**src/rtl/dlfr_pkg.sv**
```systemverilog
package dlfr_pkg;
  localparam int WORD_W   = 10;
  localparam int REC_W    = 18;
  localparam int PERR_BIT = 10;
  localparam int UFL_BIT  = 11;
  localparam int OVF_BIT  = 12;
  localparam int DBL_BIT  = 13;

  // odd parity over the whole word: even number of ones is a fault
  function automatic logic parity_bad(input logic [WORD_W-1:0] w);
    return ~(^w);
  endfunction

  function automatic logic [REC_W-1:0] make_record(
    input logic [WORD_W-1:0] w,
    input logic perr,
    input logic ufl,
    input logic ovf,
    input logic dbl
  );
    logic [REC_W-1:0] r;
    r = '0;
    r[WORD_W-1:0] = w;
    r[PERR_BIT]   = perr;
    r[UFL_BIT]    = ufl;
    r[OVF_BIT]    = ovf;
    r[DBL_BIT]    = dbl;
    return r;
  endfunction
endpackage

```
**src/rtl/dlfr_sync.sv**
```systemverilog
module dlfr_sync #(
  parameter int W      = 3,
  parameter int STAGES = 2
) (
  input  logic         clk,
  input  logic         rst_n,
  input  logic [W-1:0] d,
  output logic [W-1:0] q
);
  logic [W-1:0] st [STAGES];

  always_ff @(posedge clk) begin
    if (!rst_n) begin
      for (int i = 0; i < STAGES; i++) st[i] <= '0;
    end else begin
      st[0] <= d;
      for (int i = 1; i < STAGES; i++) st[i] <= st[i-1];
    end
  end

  assign q = st[STAGES-1];
endmodule

```
**src/rtl/dlfr_marker.sv**
```systemverilog
module dlfr_marker #(
  parameter int EDGES = 4
) (
  input  logic clk,
  input  logic rst_n,
  input  logic sclk_hi,
  input  logic edge_in,
  output logic fire
);
  localparam int CW = $clog2(EDGES + 1);
  logic [CW-1:0] cnt;

  always_ff @(posedge clk) begin
    if (!rst_n || !sclk_hi) cnt <= '0;
    else if (edge_in && cnt != CW'(EDGES)) cnt <= cnt + 1'b1;
  end

  assign fire = sclk_hi && edge_in && (cnt == CW'(EDGES - 1));

  // earlier edges of the burst required the clock to be high already
  assert_marker_in_high_R1: assert property (@(posedge clk) disable iff (!rst_n)
    fire |-> $past(sclk_hi));
endmodule

```
**src/rtl/dlfr_lane.sv**
```systemverilog
module dlfr_lane import dlfr_pkg::*; #(
  parameter int SKEW = 0
) (
  input  logic              clk,
  input  logic              rst_n,
  input  logic              restart,
  input  logic              active,
  input  logic              sample,
  input  logic              din,
  output logic              done,
  output logic [WORD_W-1:0] word
);
  localparam int SK_W = $clog2(SKEW + 2);
  localparam int BC_W = $clog2(WORD_W);

  logic [SK_W-1:0]   skip;
  logic [BC_W-1:0]   bit_cnt;
  logic [WORD_W-1:0] sh;

  always_ff @(posedge clk) begin
    if (!rst_n) begin
      skip <= '0; bit_cnt <= '0; sh <= '0; done <= 1'b0; word <= '0;
    end else if (restart) begin
      skip <= SK_W'(SKEW); bit_cnt <= '0; done <= 1'b0;
    end else begin
      done <= 1'b0;
      if (active && sample) begin
        if (skip != '0) begin
          skip <= skip - 1'b1;
        end else begin
          sh <= {sh[WORD_W-2:0], din};
          if (bit_cnt == BC_W'(WORD_W - 1)) begin
            bit_cnt <= '0;
            done    <= 1'b1;
            word    <= {sh[WORD_W-2:0], din};
          end else begin
            bit_cnt <= bit_cnt + 1'b1;
          end
        end
      end
    end
  end

  assert_done_spaced_R3: assert property (@(posedge clk) disable iff (!rst_n)
    done |=> !done);
endmodule

```
**src/rtl/dual_lane_frame_rx.sv**
```systemverilog
module dual_lane_frame_rx import dlfr_pkg::*; #(
  parameter int PKT_WORDS   = 263,
  parameter int LANE_SKEW   = 5,
  parameter int MARK_EDGES  = 4,
  parameter int SYNC_STAGES = 2
) (
  input  logic             clk,
  input  logic             rst_n,
  input  logic             ser_clk,
  input  logic             lane1_in,
  input  logic             lane2_in,
  output logic             fifo_wr,
  output logic [REC_W-1:0] fifo_data
);
  localparam int CNT_W   = $clog2(PKT_WORDS + 2);
  localparam int CNT_MAX = PKT_WORDS + 1;

  logic [2:0] s_bus;
  logic       s_sclk, sclk_q, sclk_rise;
  logic [1:0] lane_s, lane_q, lane_rise;

  dlfr_sync #(.W(3), .STAGES(SYNC_STAGES)) u_sync (
    .clk(clk), .rst_n(rst_n), .d({ser_clk, lane2_in, lane1_in}), .q(s_bus));

  assign s_sclk = s_bus[2];
  assign lane_s = s_bus[1:0];

  always_ff @(posedge clk) begin
    if (!rst_n) begin
      sclk_q <= 1'b0; lane_q <= '0;
    end else begin
      sclk_q <= s_sclk; lane_q <= lane_s;
    end
  end

  assign sclk_rise = s_sclk & ~sclk_q;
  assign lane_rise = lane_s & ~lane_q;

  logic              in_pkt, ovf_flag, dbl_flag;
  logic [CNT_W-1:0]  word_cnt;
  logic [1:0]        mark_fire, word_done;
  logic [WORD_W-1:0] lane_word [2];
  logic              start_ev, stop_ev, ufl_wr, any_done, over_now, wr_next;
  logic [WORD_W-1:0] sel_word;
  logic [REC_W-1:0]  rec_next;

  assign start_ev = mark_fire[0];

  for (genvar g = 0; g < 2; g++) begin : g_lane
    dlfr_marker #(.EDGES(MARK_EDGES)) u_mark (
      .clk(clk), .rst_n(rst_n), .sclk_hi(s_sclk),
      .edge_in(lane_rise[g]), .fire(mark_fire[g]));
    dlfr_lane #(.SKEW(g * LANE_SKEW)) u_lane (
      .clk(clk), .rst_n(rst_n), .restart(start_ev), .active(in_pkt),
      .sample(sclk_rise), .din(lane_s[g]), .done(word_done[g]),
      .word(lane_word[g]));
  end

  assign stop_ev  = mark_fire[1] && in_pkt;
  assign ufl_wr   = stop_ev && (word_cnt < CNT_W'(PKT_WORDS));
  assign any_done = |word_done;
  assign sel_word = word_done[1] ? lane_word[1] : lane_word[0];
  assign over_now = any_done && (word_cnt >= CNT_W'(PKT_WORDS));
  assign wr_next  = any_done || ufl_wr;

  always_comb begin
    if (any_done)
      rec_next = make_record(sel_word, parity_bad(sel_word), 1'b0,
                             ovf_flag | over_now, dbl_flag);
    else
      rec_next = make_record('0, 1'b0, ufl_wr, ovf_flag, dbl_flag);
  end

  always_ff @(posedge clk) begin
    if (!rst_n) begin
      in_pkt <= 1'b0; word_cnt <= '0; ovf_flag <= 1'b0; dbl_flag <= 1'b0;
      fifo_wr <= 1'b0; fifo_data <= '0;
    end else begin
      fifo_wr <= wr_next;
      if (wr_next) fifo_data <= rec_next;
      if (start_ev) in_pkt <= 1'b1;
      else if (stop_ev) in_pkt <= 1'b0;
      if (start_ev) word_cnt <= '0;
      else if (any_done && word_cnt != CNT_W'(CNT_MAX)) word_cnt <= word_cnt + 1'b1;
      if (start_ev && !in_pkt) ovf_flag <= 1'b0;
      else if (over_now) ovf_flag <= 1'b1;
      if (start_ev && !in_pkt) dbl_flag <= 1'b0;
      else if (start_ev) dbl_flag <= 1'b1;
    end
  end

  assert_single_source_R3: assert property (@(posedge clk) disable iff (!rst_n)
    $onehot0({word_done, ufl_wr}));
  assert_parity_field_R4: assert property (@(posedge clk) disable iff (!rst_n)
    (fifo_wr && !fifo_data[UFL_BIT]) |-> (fifo_data[PERR_BIT] == ~(^fifo_data[WORD_W-1:0])));
  assert_closing_record_R5: assert property (@(posedge clk) disable iff (!rst_n)
    ufl_wr |=> (fifo_wr && fifo_data[UFL_BIT] && fifo_data[WORD_W-1:0] == '0));
  assert_overflow_record_R6: assert property (@(posedge clk) disable iff (!rst_n)
    over_now |=> (fifo_wr && fifo_data[OVF_BIT]));
  assert_overflow_sticky_R6: assert property (@(posedge clk) disable iff (!rst_n)
    (in_pkt && $past(in_pkt) && $past(ovf_flag)) |-> ovf_flag);
  assert_high_bits_zero_R8: assert property (@(posedge clk) disable iff (!rst_n)
    fifo_wr |-> (fifo_data[REC_W-1:DBL_BIT+1] == '0));
endmodule

```
**config.mk**
```make
export PLATFORM = sky130hd
export DESIGN_NAME = dual_lane_frame_rx
export DESIGN_NICKNAME = d
export VERILOG_FILES = /design/src/rtl/dlfr_pkg.sv /design/src/rtl/dlfr_sync.sv /design/src/rtl/dlfr_marker.sv /design/src/rtl/dlfr_lane.sv /design/src/rtl/dual_lane_frame_rx.sv
export SDC_FILE = /design/constraint.sdc
export NUM_CORES = 1
export LEC_CHECK = 0
export BUFFER_PORTS_ARGS = -buffer_cell sky130_fd_sc_hd__buf_2
export CORE_MARGIN = 1
export CORE_UTILIZATION = 60
export CTS_CLUSTER_SIZE = 30
export DETAILED_ROUTE_END_ITERATION = 12
export GPL_TIMING_DRIVEN = 1
export HOLD_SLACK_MARGIN = 0.12
export MAX_ROUTING_LAYER = met4
export PLACE_DENSITY = 0.79
export SETUP_SLACK_MARGIN = 0.2
export SLEW_MARGIN = 10
export SYNTH_ARGS = -nofsm -noshare
export SYNTH_HDL_FRONTEND = slang
export SYNTH_HIERARCHICAL = 1
export SYNTH_SLANG_ARGS = --single-unit
```
**constraint.sdc**
```tcl
create_clock -name clk -period 2.47 [get_ports clk]
set_input_delay 0 -clock clk [delete_from_list [all_inputs] [get_ports clk]]
set_output_delay 0 -clock clk [all_outputs]
set_load 0.005 [all_outputs]
```
==> impl_metrics.tcl <==
set metrics [dict create \
    run_status "finished clean" \
    clk_latency_ns 0.36 \
    timing.rr.end "fifo_data[10]" \
    die_x_um 85.48 \
    start_util 0.6189 \
    max_slew_margin 0.5443 \
    syn_area_mm2 0.004182 \
    finalNetCount 477 \
    worst_clock_skew_ns 0.01338 \
    start_kind "register" \
    finalHoldViolations 0 \
    area_delta_synth_final_pct 8.139 \
    hpwl_um 5441 \
    ys_seq_area_frac 0.4452 \
    critPathMaxFanout 18 \
    worstSetupEndpoint "fifo_data[10]" \
    crit_required_ns 2.74 \
    grt_max_degree 56 \
    yosys_most_used_dff "dfxtp_1" \
    worst_slew_pin_slew_ns 0.6827 \
    cts_setup_buffers 0 \
    slew_violations 0 \
    synth_warnings 6 \
    p_leak_nw 1.713 \
    port_buffers 19 \
    synthCells 448 \
    synth_edf_count 0 \
    final_core_util 0.6693 \
    r2r_start "g_lane[1].u_lane/done" \
    ant_nets 0 \
    clock-root-buffer "clkbuf_8" \
    h-tree-depth 3 \
    io-pin-count 24 \
    hold_path_class "in -> reg" \
    diodes 0 \
    track_usage 0.2457 \
    min_period_ns 1.955 \
    synth_seq_cells 93 \
    ys_async_sr_fraction 0 \
    cp.arrival_ns 2.22 \
    vias_per_cell 5.665 \
    reg2reg_depth 4 \
    dr.pass1.iters 5 \
    worst_hold_path.num_cells 3 \
    via_count 3099 \
    cp-end-kind "register" \
    die_h_um 85.48 \
    gp_congestion 0.8440 \
    setup-violations-final 0 \
    drive_gt1_frac 0.1178 \
    overflow 0 \
    antenna_found_initial 0 \
    drc_errors 0 \
    row_count 30 \
    avgRoutedWirePerCell_um 14.44 \
    ff2ff_setup_slack_ns 0.51 \
    cts.clk_slew.worst_paths_ns 0.09 \
    finalCritPeriodShare 0.7917 \
    max-vdd-ir-drop_uv 307.4 \
    fp.dieArea_mm2 0.007307 \
    cts_tree "yes" \
    clock_path_buffers 2 \
    ys_types 55 \
    core_area_mm2 0.006756 \
    synth_area_per_cell_um2 9.334 \
    max_cap_violations 0 \
    clock-sinks 93 \
    routed_wl_um 7900 \
    crit_type "reg -> reg" \
    timing.fmax_ghz 0.5114 \
    rsz0062_at_grt "false" \
    grt_pass1_wl_um 13720 \
    cts_buffers 9 \
    power.density_mw_per_mm2 621.1 \
    grt_pass1_vias 2920 \
    initialDrtViolationCount 238 \
    setup-tns-final_ns 0 \
    cp-startpoint "g_lane[1].u_lane/done" \
]
[cells in the final DEF, fill, tap and decap left out, types with 15 or more instances in the layout]
cell type	n
buf_2	19
inv_1	18
mux2i_1	19
nor2_1	32
o21ai_0	17
xor2_1	15
nand3_1	23
a21boi_1	19
dfxtp_1	93
nand2_1	50
a21oi_1	20
[cell type report]
class                   count  area (um^2)
well taps                  80        100.1
inverters                  19        71.32
repair buffers             29        177.7
fillers                   536         2235
clock buffers              10        137.6
multi-input cells         310         2057
flip-flops and latches     93         1862
clock inverters             6        116.4
[routing by layer]
layer  routed length (um)  track usage
met1                 3875       0.3158
met2                 3656       0.3847
met3                  308      0.06128
met4                   60      0.06970
met5                    0            -
[synth_stat cells, drive strengths merged, types with 2 or more instances]
cell type	n	area [um^2]
dfxtp	93	1862
nand2	50	187.7
nor2	32	120.1
o21ai	26	130.1
nand3	23	115.1
a21boi	21	180.2
a21oi	20	100.1
mux2i	19	190.2
buf	18	140.1
inv	18	67.56
xor2	15	131.4
clkbuf	11	71.32
a222oi	10	100.1
and2	10	62.56
ha	10	125.1
xnor2	9	78.83
nor2b	8	50.05
a31oi	7	58.81
and3	5	32.53
nand2b	4	25.02
nand4	4	25.02
nor3	3	15.01
o31ai	3	36.28
or2	3	18.77
or3	3	18.77
or4	3	26.27
and2b	2	17.52
nand4b	2	32.53
nand4bb	2	22.52
or2b	2	15.01
[repair_timing]
action,in CTS,in global routing
gates resized for setup,0,1
endpoints found under the hold margin,3,0
endpoints found under the setup margin,0,1
hold buffers,3,0
[power by group]
part	switching (mW)	internal (mW)	total, mW
clock	0.538	0.709	1.25
sequential	0.00299	1.50	1.51
combinational	0.0345	0.0206	0.0551
total	0.575	2.23	2.81
[worst max-delay path, stage by stage, from the launching register on]
cell	delay, ns
dfxtp_1	0.77
mux2i_1	0.30
xnor3_1	0.43
xnor2_1	0.15
a211oi_1	0.21
[flip-flops by register name, indices dropped and copies added, names as in the netlist, 2 cells and up]
signal and cells:
g_lane.u_lane/sh 18, word_cnt 9, g_lane.u_lane/word 20, g_lane.u_mark/cnt 6
u_sync/st 6, g_lane.u_lane/done 2, lane_q 2, g_lane.u_lane/bit_cnt 8
fifo_data 14, g_lane.u_lane/skip 3
[cells by family (layout without fill, tap and decap cells)]
| family | after synthesis | count (layout) | synth area share |
|---|---|---|---|
| simple gates | 161 | 161 | 0.2023 |
| flops | 93 | 93 | 0.4452 |
| compound gates | 91 | 91 | 0.1529 |
| buf+inv | 48 | 64 | 0.06762 |
| xor+xnor | 25 | 25 | 0.05566 |
| mux | 19 | 19 | 0.04548 |
| fa+ha+maj | 10 | 10 | 0.02992 |
| other cells | 1 | 4 | 0.0008968 |
[how the worst min path moves through the flow]
stage	endpoint	startpoint	slack (ns)
after detailed placement	u_sync/st[0][0]	lane1_in	0.21
after floorplan	u_sync/st[0][0]	rst_n	0.12
after CTS	fifo_data[12]	rst_n	0.20
after global placement	u_sync/st[0][0]	lane1_in	0.21
final	fifo_data[12]	rst_n	0.20
after global routing	fifo_data[10]	rst_n	0.22
[metrics by stage]
stage / cell area, um^2 / instances / total power [mW] / hold WS (ns) / worst slack (ns)
6_report: 4522 / 547 / 2.809 / 0.2049 / 0.5146
5_1_grt: 4522 / 547 / 2.910 / 0.2225 / 0.3441
4_1_cts: 4513 / 547 / 2.832 / 0.1996 / 0.4369
3_5_place_dp: 4229 / 528 / 1.594 / 0.2103 / 0.4377
3_3_place_gp: 4229 / 528 / 1.593 / 0.2085 / 0.5019
2_1_floorplan: 4193 / 451 / 1.586 / 0.1217 / 0.6736
(Power assumes the default switching activity.)
